===== src/rtl/nibble_rx_pkg.sv =====
package nibble_rx_pkg;
  typedef enum logic [1:0] {
    ST_IDLE    = 2'd0,
    ST_REQ     = 2'd1,
    ST_RELEASE = 2'd2,
    ST_EMIT    = 2'd3
  } rxState_t;

  // strobes from the controller into the datapath
  typedef struct packed {
    logic capLo;
    logic capHi;
    logic clrCount;
    logic incCount;
  } dpStrobe_t;

  // synchronized line bundle: {ack, busyLogical, paperEnd, select, faultN}
  localparam int LINE_W = 5;
  localparam int ACK_BIT = 4;
  localparam logic [LINE_W-1:0] LINES_AT_REST = 5'b10000;
endpackage


===== src/rtl/nibble_rx_dpath.sv =====
module nibble_rx_dpath
  import nibble_rx_pkg::*;
#(
  parameter int LEN_W       = 8,
  parameter int SYNC_STAGES = 2
) (
  input  logic             clk,
  input  logic             rstN,
  input  logic             periphAckN,
  input  logic             periphFaultN,
  input  logic             periphSelect,
  input  logic             periphPaperEnd,
  input  logic             periphBusy,
  input  dpStrobe_t        strobe,
  output logic             ackSyncN,
  output logic [7:0]       byteData,
  output logic [LEN_W-1:0] byteCount
);
  localparam int NIB_W = LINE_W - 1;

  logic [LINE_W-1:0] rawLines;
  logic [SYNC_STAGES-1:0][LINE_W-1:0] syncPipe;
  logic [LINE_W-1:0] syncLines;
  logic [NIB_W-1:0] nibLo, nibHi;

  // fixed line order, busy pin inverted to its logical value
  assign rawLines = {periphAckN, ~periphBusy, periphPaperEnd, periphSelect, periphFaultN};

  // synchronizer chain
  always_ff @(posedge clk or negedge rstN) begin
    if (!rstN) begin
      syncPipe <= {SYNC_STAGES{LINES_AT_REST}};
    end else begin
      syncPipe[0] <= rawLines;
      for (int i = 1; i < SYNC_STAGES; i++) syncPipe[i] <= syncPipe[i-1];
    end
  end

  assign syncLines = syncPipe[SYNC_STAGES-1];
  assign ackSyncN  = syncLines[ACK_BIT];

  always_ff @(posedge clk or negedge rstN) begin
    if (!rstN) begin
      nibLo <= '0;
      nibHi <= '0;
    end else begin
      if (strobe.capLo) nibLo <= syncLines[NIB_W-1:0];
      if (strobe.capHi) nibHi <= syncLines[NIB_W-1:0];
    end
  end

  assign byteData = {nibHi, nibLo};

  // delivered-byte counter
  always_ff @(posedge clk or negedge rstN) begin
    if (!rstN)                byteCount <= '0;
    else if (strobe.clrCount) byteCount <= '0;
    else if (strobe.incCount) byteCount <= byteCount + 1'b1;
  end
endmodule


===== src/rtl/nibble_rx_ctrl.sv =====
module nibble_rx_ctrl
  import nibble_rx_pkg::*;
#(
  parameter int LEN_W   = 8,
  parameter int IDLE_TO = 100,
  parameter int RESP_TO = 20
) (
  input  logic             clk,
  input  logic             rstN,
  input  logic             start,
  input  logic [LEN_W-1:0] xferLen,
  input  logic             ackSyncN,
  input  logic             byteReady,
  output dpStrobe_t        strobe,
  output logic             hostReqN,
  output logic             byteValid,
  output logic             busy,
  output logic             timeoutErr
);
  localparam int MAX_TO = (IDLE_TO > RESP_TO) ? IDLE_TO : RESP_TO;
  localparam int TMR_W  = $clog2(MAX_TO) + 1;
  localparam logic [TMR_W-1:0] IDLE_LAST = TMR_W'(IDLE_TO - 1);
  localparam logic [TMR_W-1:0] RESP_LAST = TMR_W'(RESP_TO - 1);

  rxState_t state, stateNxt;
  logic [TMR_W-1:0] timer, timerNxt;
  logic [LEN_W-1:0] remaining, remainingNxt;
  logic nibHi, nibHiNxt;
  logic errFlag, errFlagNxt;
  logic [TMR_W-1:0] reqLast;

  // first half waits the idle window, second half the response window
  assign reqLast = nibHi ? RESP_LAST : IDLE_LAST;

  always_comb begin
    stateNxt     = state;
    timerNxt     = timer;
    remainingNxt = remaining;
    nibHiNxt     = nibHi;
    errFlagNxt   = errFlag;
    strobe       = '0;
    unique case (state)
      ST_IDLE: begin

        if (start) begin
          errFlagNxt      = 1'b0;
          strobe.clrCount = 1'b1;
          remainingNxt    = xferLen;
          nibHiNxt        = 1'b0;
          timerNxt        = '0;
          if (xferLen != '0) stateNxt = ST_REQ;
        end
      end
      ST_REQ: begin
        if (!ackSyncN) begin
          strobe.capLo = !nibHi;
          strobe.capHi = nibHi;
          timerNxt     = '0;
          stateNxt     = ST_RELEASE;
        end else if (timer == reqLast) begin
          errFlagNxt = 1'b1;
          stateNxt   = ST_IDLE;
        end else begin
          timerNxt = timer + 1'b1;
        end
      end
      ST_RELEASE: begin
        // wait for the acknowledge line to return high
        if (ackSyncN) begin
          timerNxt = '0;
          if (!nibHi) begin
            nibHiNxt = 1'b1;
            stateNxt = ST_REQ;
          end else begin
            stateNxt = ST_EMIT;
          end
        end else if (timer == RESP_LAST) begin
          errFlagNxt = 1'b1;
          stateNxt   = ST_IDLE;
        end else begin
          timerNxt = timer + 1'b1;
        end
      end
      ST_EMIT: begin

        if (byteReady) begin
          strobe.incCount = 1'b1;
          remainingNxt    = remaining - 1'b1;
          nibHiNxt        = 1'b0;
          timerNxt        = '0;
          stateNxt        = (remaining == LEN_W'(1)) ? ST_IDLE : ST_REQ;
        end
      end
      default: stateNxt = ST_IDLE;
    endcase
  end

  always_ff @(posedge clk or negedge rstN) begin
    if (!rstN) begin
      state     <= ST_IDLE;
      timer     <= '0;
      remaining <= '0;
      nibHi     <= 1'b0;
      errFlag   <= 1'b0;
    end else begin
      state     <= stateNxt;
      timer     <= timerNxt;
      remaining <= remainingNxt;
      nibHi     <= nibHiNxt;
      errFlag   <= errFlagNxt;
    end
  end

  assign hostReqN   = (state != ST_REQ);
  assign byteValid  = (state == ST_EMIT);
  assign busy       = (state != ST_IDLE);
  assign timeoutErr = errFlag;
endmodule


===== src/rtl/nibble_rev_rx.sv =====
module nibble_rev_rx
  import nibble_rx_pkg::*;
#(
  parameter int LEN_W       = 8,
  parameter int IDLE_TO     = 100,
  parameter int RESP_TO     = 20,
  parameter int SYNC_STAGES = 2
) (
  input  logic             clk,
  input  logic             rstN,
  input  logic             start,
  input  logic [LEN_W-1:0] xferLen,
  output logic             hostReqN,
  output logic             hostSelN,
  output logic             hostStrobeN,
  input  logic             periphAckN,
  input  logic             periphFaultN,
  input  logic             periphSelect,
  input  logic             periphPaperEnd,
  input  logic             periphBusy,
  output logic [7:0]       rxData,
  output logic             rxValid,
  input  logic             rxReady,
  output logic [LEN_W-1:0] rxCount,
  output logic             busy,
  output logic             timeoutErr
);
  dpStrobe_t strobe;
  logic ackSyncN;

  // these two lines stay high in this mode
  assign hostSelN    = 1'b1;
  assign hostStrobeN = 1'b1;

  nibble_rx_ctrl #(
    .LEN_W(LEN_W), .IDLE_TO(IDLE_TO), .RESP_TO(RESP_TO)
  ) u_ctrl (
    .clk(clk), .rstN(rstN), .start(start), .xferLen(xferLen),
    .ackSyncN(ackSyncN), .byteReady(rxReady), .strobe(strobe),
    .hostReqN(hostReqN), .byteValid(rxValid), .busy(busy),
    .timeoutErr(timeoutErr)
  );

  nibble_rx_dpath #(
    .LEN_W(LEN_W), .SYNC_STAGES(SYNC_STAGES)
  ) u_dpath (
    .clk(clk), .rstN(rstN), .periphAckN(periphAckN),
    .periphFaultN(periphFaultN), .periphSelect(periphSelect),
    .periphPaperEnd(periphPaperEnd), .periphBusy(periphBusy),
    .strobe(strobe), .ackSyncN(ackSyncN), .byteData(rxData),
    .byteCount(rxCount)
  );
endmodule


===== config.mk =====
export PLATFORM = sky130hd
export DESIGN_NAME = nibble_rev_rx
export DESIGN_NICKNAME = d
export VERILOG_FILES = /design/src/rtl/nibble_rx_pkg.sv /design/src/rtl/nibble_rx_dpath.sv /design/src/rtl/nibble_rx_ctrl.sv /design/src/rtl/nibble_rev_rx.sv
export SDC_FILE = /design/constraint.sdc
export NUM_CORES = 1
export LEC_CHECK = 0
export ABC_AREA = 1
export BUFFER_PORTS_ARGS = -buffer_cell sky130_fd_sc_hd__buf_2
export CAP_MARGIN = 40
export CORE_AREA = 2 2 74 76
export CTS_CLUSTER_DIAMETER = 50
export CTS_CLUSTER_SIZE = 14
export DETAILED_ROUTE_END_ITERATION = 12
export DIE_AREA = 0 0 76 78
export HOLD_SLACK_MARGIN = 0.05
export PLACE_DENSITY_LB_ADDON = 0.05
export SKIP_LAST_GASP = 1
export SYNTH_ARGS = -nofsm -noshare
export SYNTH_HDL_FRONTEND = slang
export SYNTH_SLANG_ARGS = --single-unit

===== constraint.sdc =====
create_clock -name clk -period 1.47 [get_ports clk]
set_input_delay 0.0735 -clock clk [delete_from_list [all_inputs] [get_ports clk]]
set_output_delay 0.0735 -clock clk [all_outputs]
set_load 0.1 [all_outputs]

-- Word level (Yosys, flattened, before mapping)
Cells that the tools add are included.
- flip-flop bits (word level): 46
- logic and storage cells: 84
- add/sub/neg operators: 3
- equality and inequality tests: 19
- mux-type cells: 38
- bitwise operators: 1
- reduce and logical (&&, ||, !) cells: 13
- operator list (cell ; count):
    two-way mux 8 bit ; 10
    one-hot mux 8 bit (4 select lines) ; 1
    two-way mux 2 bit ; 10
    adder 8 x 1 -> 8 bit (second input constant) ; 2
    one-hot mux 8 bit (2 select lines) ; 1
    inequality test 2 x 1 -> 1 bit (second input constant) ; 7
    two-way mux 1 bit ; 12
    == test 8 x 1 -> 1 bit (second input constant) ; 1
    == test 8 x 5 -> 1 bit (second input constant) ; 1
    == test 8 bit ; 1
    one-hot mux 2 bit (4 select lines) ; 1
    AND reduction 4 bit ; 2
    nonzero test 8 bit ; 1
    subtractor 8 x 1 -> 8 bit (second input constant) ; 1
    two-way mux 7 bit ; 1
    inequality test 3 bit (second input constant) ; 2
    one-hot mux 1 bit (3 select lines) ; 2
    AND reduction 6 bit ; 1
    nonzero test 2 bit ; 3
    nonzero test 3 bit ; 2
    AND reduction 5 bit ; 1
    == test 2 bit (second input constant) ; 2
    inequality test 2 bit (second input constant) ; 2
    inequality test 3 x 1 -> 1 bit (second input constant) ; 1
    6 further kinds ; 6

-- Logic depth before layout (Yosys ltp)
Gate-level depths: netlist (run 1).
- depth after elaboration: 5
- depth in mapped cells: 11

-- Modules after synthesis
From an unflattened synthesis (run 1), not the netlist that was laid out.
- cell total of the unflattened synthesis: 323
- area total of the unflattened synthesis: 2640.0 µm²
- by module, submodules not included (module ; instances ; cells an instance ; area each (µm²) ; seq. area each (µm²)):
    nibble_rx_ctrl ; 1 ; 233 ; 1601.5 ; 500.5
    nibble_rx_dpath ; 1 ; 87 ; 1019.7 ; 653.1
    nibble_rev_rx ; 1 ; 3 ; 18.8 ; 0.0

-- Least setup slack after synthesis (run 1)
OpenSTA, ideal clock, no wires.
- path kind: register to register
- start: register u_ctrl.state[0]
- end: register u_dpath.byteCount[6]
- library setup time: 0.122 ns
- arrival time: 2.115 ns
- required time: 1.348 ns
- slack: -0.767 ns
- cell stages (with the launch flop): 11
- path buffers: 0
- path through: dfrtp_1 ha_1 nand2_1 nand2_4 nand2_1 nor2_1 nand2_1 nor2_2 nand2_1 nand2_1 nor2_1
- cells in the longest elaborated chain, start to end: 3
- elaborated cells on any way between the ends: 6
- those cells by class: eq/ne (1); mux (3); reduce/logical (2)
- RTL lines (what ; line ; RTL):
    start: declaration ; nibble_rx_ctrl.sv:25 ; rxState_t state, stateNxt;
    start signal: assignment ; nibble_rx_ctrl.sv:106 ; state <= stateNxt;
    == test 2 bit ; n/a ;
    named net rxValid ; nibble_rev_rx.sv:22 ; output logic rxValid,
    two-way mux 1 bit ; nibble_rx_ctrl.sv:42 ; unique case (state)
    nonzero test 2 bit (no line) ; n/a ;
    end signal: assignment ; nibble_rx_dpath.sv:58 ; else if (strobe.incCount) byteCount <= byteCount + 1'b1;
    end: declaration ; nibble_rx_dpath.sv:17 ; output logic [LEN_W-1:0] byteCount
The timed path passes the listed nets, and every way through them passes these cells.
A chain may end at the register's enable or synchronous reset.

-- Worst setup path in the final report (run 1)
- start: register u_ctrl.state[0]
- end: register u_ctrl.state[1]
- cells in the longest elaborated chain, start to end: 3
- elaborated cells on any way between the ends: 11
- those cells by class: eq/ne (8); mux (1); reduce/logical (2)
- RTL lines (what ; line):
    == test 2 bit, or another cell as far along ; nibble_rx_ctrl.sv:42
    inequality test 3 x 1 -> 1 bit (no line), or another cell as far along ; n/a
    AND reduction 5 bit (no line) ; n/a
Parallel ways exist; a longest one is shown, timed or not.

==> flow_metrics.py, run 1 <==
metrics = {
    "routing": {
        "drt_wl_total_um": 5810,
        "viasPerCell": 4.90,
        "drc_errors": 0,
        "dr.pass1.iters": 4,
        "via_count": 2303,
        "dr.first_iter.drc_count": 161,
        "avgRoutedWirePerCell_um": 12.4,
        "drtAntennaViolNets": 0,
    },
    "power_and_ir_drop": {
        "combinationalPowerShare_pct": 61.1,
        "clkPwrFrac_pct": 13.0,
        "power_w": 0.00741,
        "switching_power_w": 0.00380,
        "intPower_w": 0.00361,
        "ir_drop_v": 0.00170,
        "power.density_mw_per_mm2": 2020,
        "seqPwrFrac_pct": 25.9,
        "p_sw_share_pct": 51.3,
        "p_leak_nw": 1.80,
    },
    "floorplan": {
        "die_y_um": 78,
        "die-area_mm2": 0.00593,
        "start_util_pct": 50.7,
        "fp.coreArea_mm2": 0.00504,
        "io_pins": 39,
        "fp-row-count": 26,
        "die_w_um": 76,
    },
    "final_layout": {
        "regArea_mm2": 0.00117,
        "num_antenna_cells": 0,
        "multi_input_area_mm2": 0.00144,
        "fillers": 402,
        "area_delta_synth_final_pct": 43.0,
        "nets": 426,
        "drive_gt1_share_pct": 42.5,
    },
    "sta": {
        "final_hold_viol_count": 0,
        "period_share_pct": 105,
        "hold_slack_ns": 0.0674,
        "clock.fmax_mhz": 646,
        "fin_crit_ns": 1.55,
        "finalSetupViolCount": 26,
        "final_max_slew_viol_count": 0,
        "skew_ns": 0.00822,
        "rsz0062_at_grt": "true",
        "layout_setup_ws_ns": -0.0781,
    },
    "logic_synthesis": {
        "synth_common_cells": "81 x nand2_1, 44 x dfrtp_1, 42 x inv_1",
        "async_flop_share_pct": 100,
        "synth_top_area_share_pct": 43.0,
        "synth-main-ff-cell": "dfrtp_1",
        "netlist_area_mm2": 0.00256,
        "syn_avg_cell_area_um2": 8.07,
        "synth_edf_count": 0,
        "post-synth-top-count-cell": "nand2_1",
        "synth_warnings": 0,
        "synth_cell_type_count": 36,
        "ys_top_cells_by_area": "dfrtp_1 43%, nand2_1 12%, inv_1 6.2%",
        "syn_inst": 317,
        "synth_top_cell_by_area": "dfrtp_1",
        "ys_seq_area_share_pct": 45.1,
        "synth_seq_cells": 46,
    },
    "setup_path": {
        "worstPathRequired_ns": 1.71,
        "crit_slowest_cell": "dfrtp_2",
        "start_kind": "flop",
        "critPathMaxFanout": 4,
        "cp.arrival_ns": 1.79,
        "critical_path.cell_chain": "inv_4, ha_4, clkinvlp_4, nor2_2, nand3_1, o21ai_2, nor2_2, nand2_2, nand2_1, nand2_1",
        "path_class": "reg2reg",
        "cp-end-kind": "flop",
        "crit_path_max_incr_delay_ns": 0.47,
    },
    "flow_run": {
        "maxCapViolations": 0,
    },
    "clock_tree": {
        "cts.sink_count": 46,
        "h-tree-depth": 2,
        "cts_buffers": 5,
        "clk_latency_ns": 0.31,
        "clk_root_buffer_cell": "clkbuf_8",
        "clock_path_buffers": 2,
        "cts_tree": "done",
        "cts.clk_slew.worst_paths_ns": 0.09,
    },
    "placement": {
        "numPortBuffers": 36,
        "place_congestion": 0.848,
        "place_hpwl_um": 4010,
    },
    "global_route": {
        "grt_max_degree": 24,
        "grt_pass1_wl_um": 9800,
        "first_global_vias": 2177,
        "antenna_found_initial": 0,
        "track_usage_pct": 20.4,
        "grt.overflow.total": 0,
    },
    "outcome": {
        "violations": "negative setup slack",
        "status": "finished, violations left",
    },
    "worst_hold_path": {
        "hold_path_class": "in2reg",
    },
}
-- sequential cells by signal, indices dropped and copies added, names as in the netlist --
signal,flops
u_dpath.byteCount,8
u_ctrl.nibHi,1
u_ctrl.remaining,8
u_ctrl.timeoutErr,1
u_dpath.nibLo,4
u_dpath.syncLines,5
u_ctrl.timer,8
u_ctrl.state,2
u_dpath.nibHi,4
u_dpath.syncPipe,5
-- critical path, delay by kind of cell, from the launching register on --
family / cells / cell delay [ns]
buf+inv: 2 / 0.23
flops: 1 / 0.47
compound gates: 1 / 0.17
fa+ha+maj: 1 / 0.17
simple gates: 6 / 0.44
-- final cells by class --
type                       count  area share (%)
sequential                    46            32.1
tap                           70            2.39
multi-input combinational    217            39.2
timing repair buffer          82            17.8
inverter                      47            5.44
clock buffer                   5            1.88
clock inverter                 3            1.20
-- kinds of logic (layout without fill, tap and decap cells) --
group,after synthesis,after routing,share of synthesized area (%)
other,1,2,0.147
adder cells (fa/ha/maj),10,10,4.89
flip-flops,46,46,45.1
AO/OA/AOI/OAI,48,48,10.7
XOR/XNOR,3,3,1.03
AND/OR/NAND/NOR,154,154,28.3
buffers and inverters,55,137,9.88
-- cell usage in the layout, fill, tap and decap left out, types with 8 or more instances in the layout --
cell type  count
nand2_1       62
inv_1         34
dfrtp_1       34
buf_2         33
buf_4         27
nand3_1       17
nand2_2       15
nor2_1        15
o21ai_0       13
buf_6         10
nand2_4        9
nand4_1        9
o21ai_1        9
a21oi_1        8
-- per-layer routing --
metal | wire [um] | part of all wire (%) | GRT usage, %
met1 | 2590 | 45 | 26.2
met2 | 2930 | 50 | 35.0
met3 | 225 | 3.9 | 4.42
met4 | 59 | 1.0 | 6.00
met5 | 0 | 0 | 0
-- through the flow --
| step | setup slack (ns) | TNS (ns) | utilization, % | std cells | area [um^2] |
|---|---|---|---|---|---|
| detailed placement | -0.111 | -1.10 | 61.7 | 442 | 3110 |
| finish | -0.0781 | -0.959 | 72.6 | 470 | 3660 |
| global placement | -0.0713 | -0.563 | 61.7 | 442 | 3110 |
| CTS | -0.0658 | -0.849 | 68.1 | 464 | 3430 |
| floorplan | -0.389 | -7.24 | - | 318 | 2650 |
| global route | -0.171 | -3.68 | 72.6 | 470 | 3660 |
-- path summary, 6_finish.rpt --
path,from,to,slack [ns],cells after the start
setup / recovery,u_ctrl.state[0]$_DFFE_PN0P_,u_ctrl.state[1]$_DFFE_PN0P_,-0.08,10
hold / removal,xferLen[3],u_ctrl.remaining[3]$_DFFE_PN0P_,0.07,3
setup reg to reg,u_ctrl.state[0]$_DFFE_PN0P_,u_ctrl.state[1]$_DFFE_PN0P_,-0.08,10
hold reg to reg,u_dpath.syncPipe[2]$_DFF_PN0_,u_dpath.syncLines[2]$_DFF_PN0_,0.36,0
max in group asynchronous,rstN,u_dpath.syncPipe[4]$_DFF_PN1_,0.83,3
min in group asynchronous,rstN,u_ctrl.timer[4]$_DFFE_PN0P_,0.11,2
-- what timing repair did --
item	CTS	global route
gates resized for setup	27	54
pin swaps	14	28
hold buffers	7	0
hold endpoints to repair	50	0
setup endpoints to repair	28	35
buffers inserted	7	6
-- power by group through the flow --
stage / Clock (W) / Combinational, W / Sequential, W
2_1_floorplan: 0 / 0.00175 / 0.00307
3_3_place_gp: 0 / 0.00391 / 0.00188
3_5_place_dp: 0 / 0.00394 / 0.00190
4_1_cts: 0.000994 / 0.00420 / 0.00188
5_1_grt: 0.00105 / 0.00483 / 0.00197
6_report: 0.000965 / 0.00452 / 0.00192
No activity file was read; power rests on OpenSTA's default activity.
==> inputs of run 2 (changes only) <==
- CAP_MARGIN: 40 -> default
- SETUP_SLACK_MARGIN: default -> 0.4
==> flow_metrics.py, run 2 (synthesis gave the netlist of run 1 again) <==
metrics = {
    "outcome": {
        "status": "finished, violations left",
        "violations": "negative setup slack",
    },
    "placement": {
        "place_congestion": 0.855,
        "place_hpwl_um": 4080,
        "numPortBuffers": 36,
    },
    "clock_tree": {
        "cts.clk_slew.worst_paths_ns": 0.10,
        "cts.sink_count": 46,
        "cts_buffers": 5,
        "clk_root_buffer_cell": "clkbuf_8",
        "clock_path_buffers": 2,
        "clk_latency_ns": 0.30,
        "cts_tree": "done",
        "h-tree-depth": 2,
    },
    "setup_path": {
        "worstPathRequired_ns": 1.67,
        "crit_path_max_incr_delay_ns": 0.45,
        "cp.arrival_ns": 1.72,
        "crit_slowest_cell": "dfrtp_2",
        "critical_path.cell_chain": "inv_4, ha_4, clkinvlp_4, a21oi_2, buf_6, o21ai_1, nand2_1, o21ai_1",
        "crit_path_frequent_cell": "o21ai_1",
        "critPathMaxFanout": 9,
        "cp-end-kind": "flop",
        "path_class": "reg2reg",
        "r2r_cells": 8,
        "start_kind": "flop",
    },
    "sta": {
        "fin_crit_ns": 1.53,
        "period_share_pct": 104,
        "final_max_slew_viol_count": 0,
        "final_hold_viol_count": 0,
        "clock.fmax_mhz": 655,
        "layout_setup_ws_ns": -0.0571,
        "rsz0062_at_grt": "true",
        "timing.setup.tns_ns": -0.433,
        "skew_ns": 0.00836,
        "finalSetupViolCount": 18,
    },
    "floorplan": {
        "die-area_mm2": 0.00593,
        "start_util_pct": 50.7,
        "fp-row-count": 26,
        "fp.coreArea_mm2": 0.00504,
        "io_pins": 39,
        "die_y_um": 78,
        "die_w_um": 76,
    },
    "global_route": {
        "grt.overflow.total": 0,
        "antenna_found_initial": 0,
        "track_usage_pct": 19.8,
        "first_global_vias": 2070,
        "grt_max_degree": 22,
        "grt_pass1_wl_um": 9440,
    },
    "routing": {
        "via_count": 2260,
        "dr.pass1.iters": 4,
        "viasPerCell": 4.89,
        "avgRoutedWirePerCell_um": 12.1,
        "drt_wl_total_um": 5610,
        "drtAntennaViolNets": 0,
        "dr.first_iter.drc_count": 73,
        "drc_errors": 0,
    },
    "final_layout": {
        "layout_commonest_cell": "nand2_1",
        "drive_gt1_share_pct": 38.3,
        "top_regs": "u_ctrl.remaining (8), u_ctrl.timer (8), u_dpath.byteCount (8)",
        "area_delta_synth_final_pct": 39.5,
        "nets": 418,
        "fin_util_pct": 70.8,
        "layout_common_cells": "71 x nand2_1, 34 x inv_1, 34 x dfrtp_1",
        "num_antenna_cells": 0,
    },
    "worst_hold_path": {
        "hold_depth": 3,
        "hold_path_class": "in2reg",
    },
    "flow_run": {
        "maxCapViolations": 0,
    },
    "power_and_ir_drop": {
        "ir_drop_v": 0.00145,
        "p_leak_nw": 1.71,
        "power.density_mw_per_mm2": 2040,
    },
}
## run 2: cell type report
| type | count | area, um^2 |
|---|---|---|
| Clock buffer | 5 | 68.8 |
| Clock inverter | 3 | 23.8 |
| Fill cell | 405 | 1470 |
| Inverter | 47 | 194 |
| Multi-Input combinational cell | 217 | 1320 |
| Sequential cell | 46 | 1170 |
| Tap cell | 70 | 87.6 |
| Timing Repair Buffer | 74 | 698 |
## run 2: layer usage
metal  global-route usage (%)  part of all wire [%]  vias up  routed length, um
met5                        0                     0        -                  0
met2                     35.2                    51       48               2860
met4                     6.00                   1.1        0                 60
met3                     3.14                   3.3        6                186
met1                     25.0                    45     1045               2500
li1                         -                     -     1161                  -
## run 2: final timing paths
path                                                    start                               to  slack, ns
max in group asynchronous                                rstN   u_dpath.syncLines[4]$_DFF_PN1_       0.67
worst max register to register    u_ctrl.state[1]$_DFFE_PN0P_  u_ctrl.remaining[4]$_DFFE_PN0P_      -0.06
worst max-delay path              u_ctrl.state[1]$_DFFE_PN0P_  u_ctrl.remaining[4]$_DFFE_PN0P_      -0.06
min in group asynchronous                                rstN         u_ctrl.nibHi$_DFFE_PN0P_       0.23
worst min-delay path                               xferLen[3]  u_ctrl.remaining[3]$_DFFE_PN0P_       0.07
worst min register to register  u_dpath.syncPipe[3]$_DFF_PN0_   u_dpath.syncLines[3]$_DFF_PN0_       0.36
## run 2: critical path, delay by kind of cell (launching register included)
kind,cells,cell delay (ns)
buffers and inverters,3,0.38
AOI/OAI and AO/OA,3,0.37
adders and majority gates,1,0.15
and+or+nand+nor,1,0.06
DFF,1,0.45
## run 2: where the power goes
part / total (W) / switching (W) / internal, W
combinational: 0.00455 / 0.00298 / 0.00157
sequential: 0.00192 / 0.000287 / 0.00164
clock: 0.000812 / 0.000471 / 0.000341
## run 2: timing repair
action,CTS,global route
pin swaps,8,3
buffers inserted,4,2
endpoints found under the setup margin,56,49
endpoints found under the hold margin,42,0
hold buffers,7,0
resized for setup,54,23
## run 2: metrics by stage
stage	total power (W)	setup WS, ns	std cells	hold slack [ns]	instance area (um^2)
3_3_place_gp	0.00584	-0.0522	441	0.0330	3120
5_1_grt	0.00776	-0.156	462	0.109	3570
6_report	0.00728	-0.0571	462	0.0653	3570
4_1_cts	0.00715	-0.0442	460	0.0599	3480
3_5_place_dp	0.00588	-0.115	441	0.0336	3120
2_1_floorplan	0.00487	-0.389	318	-0.222	2670
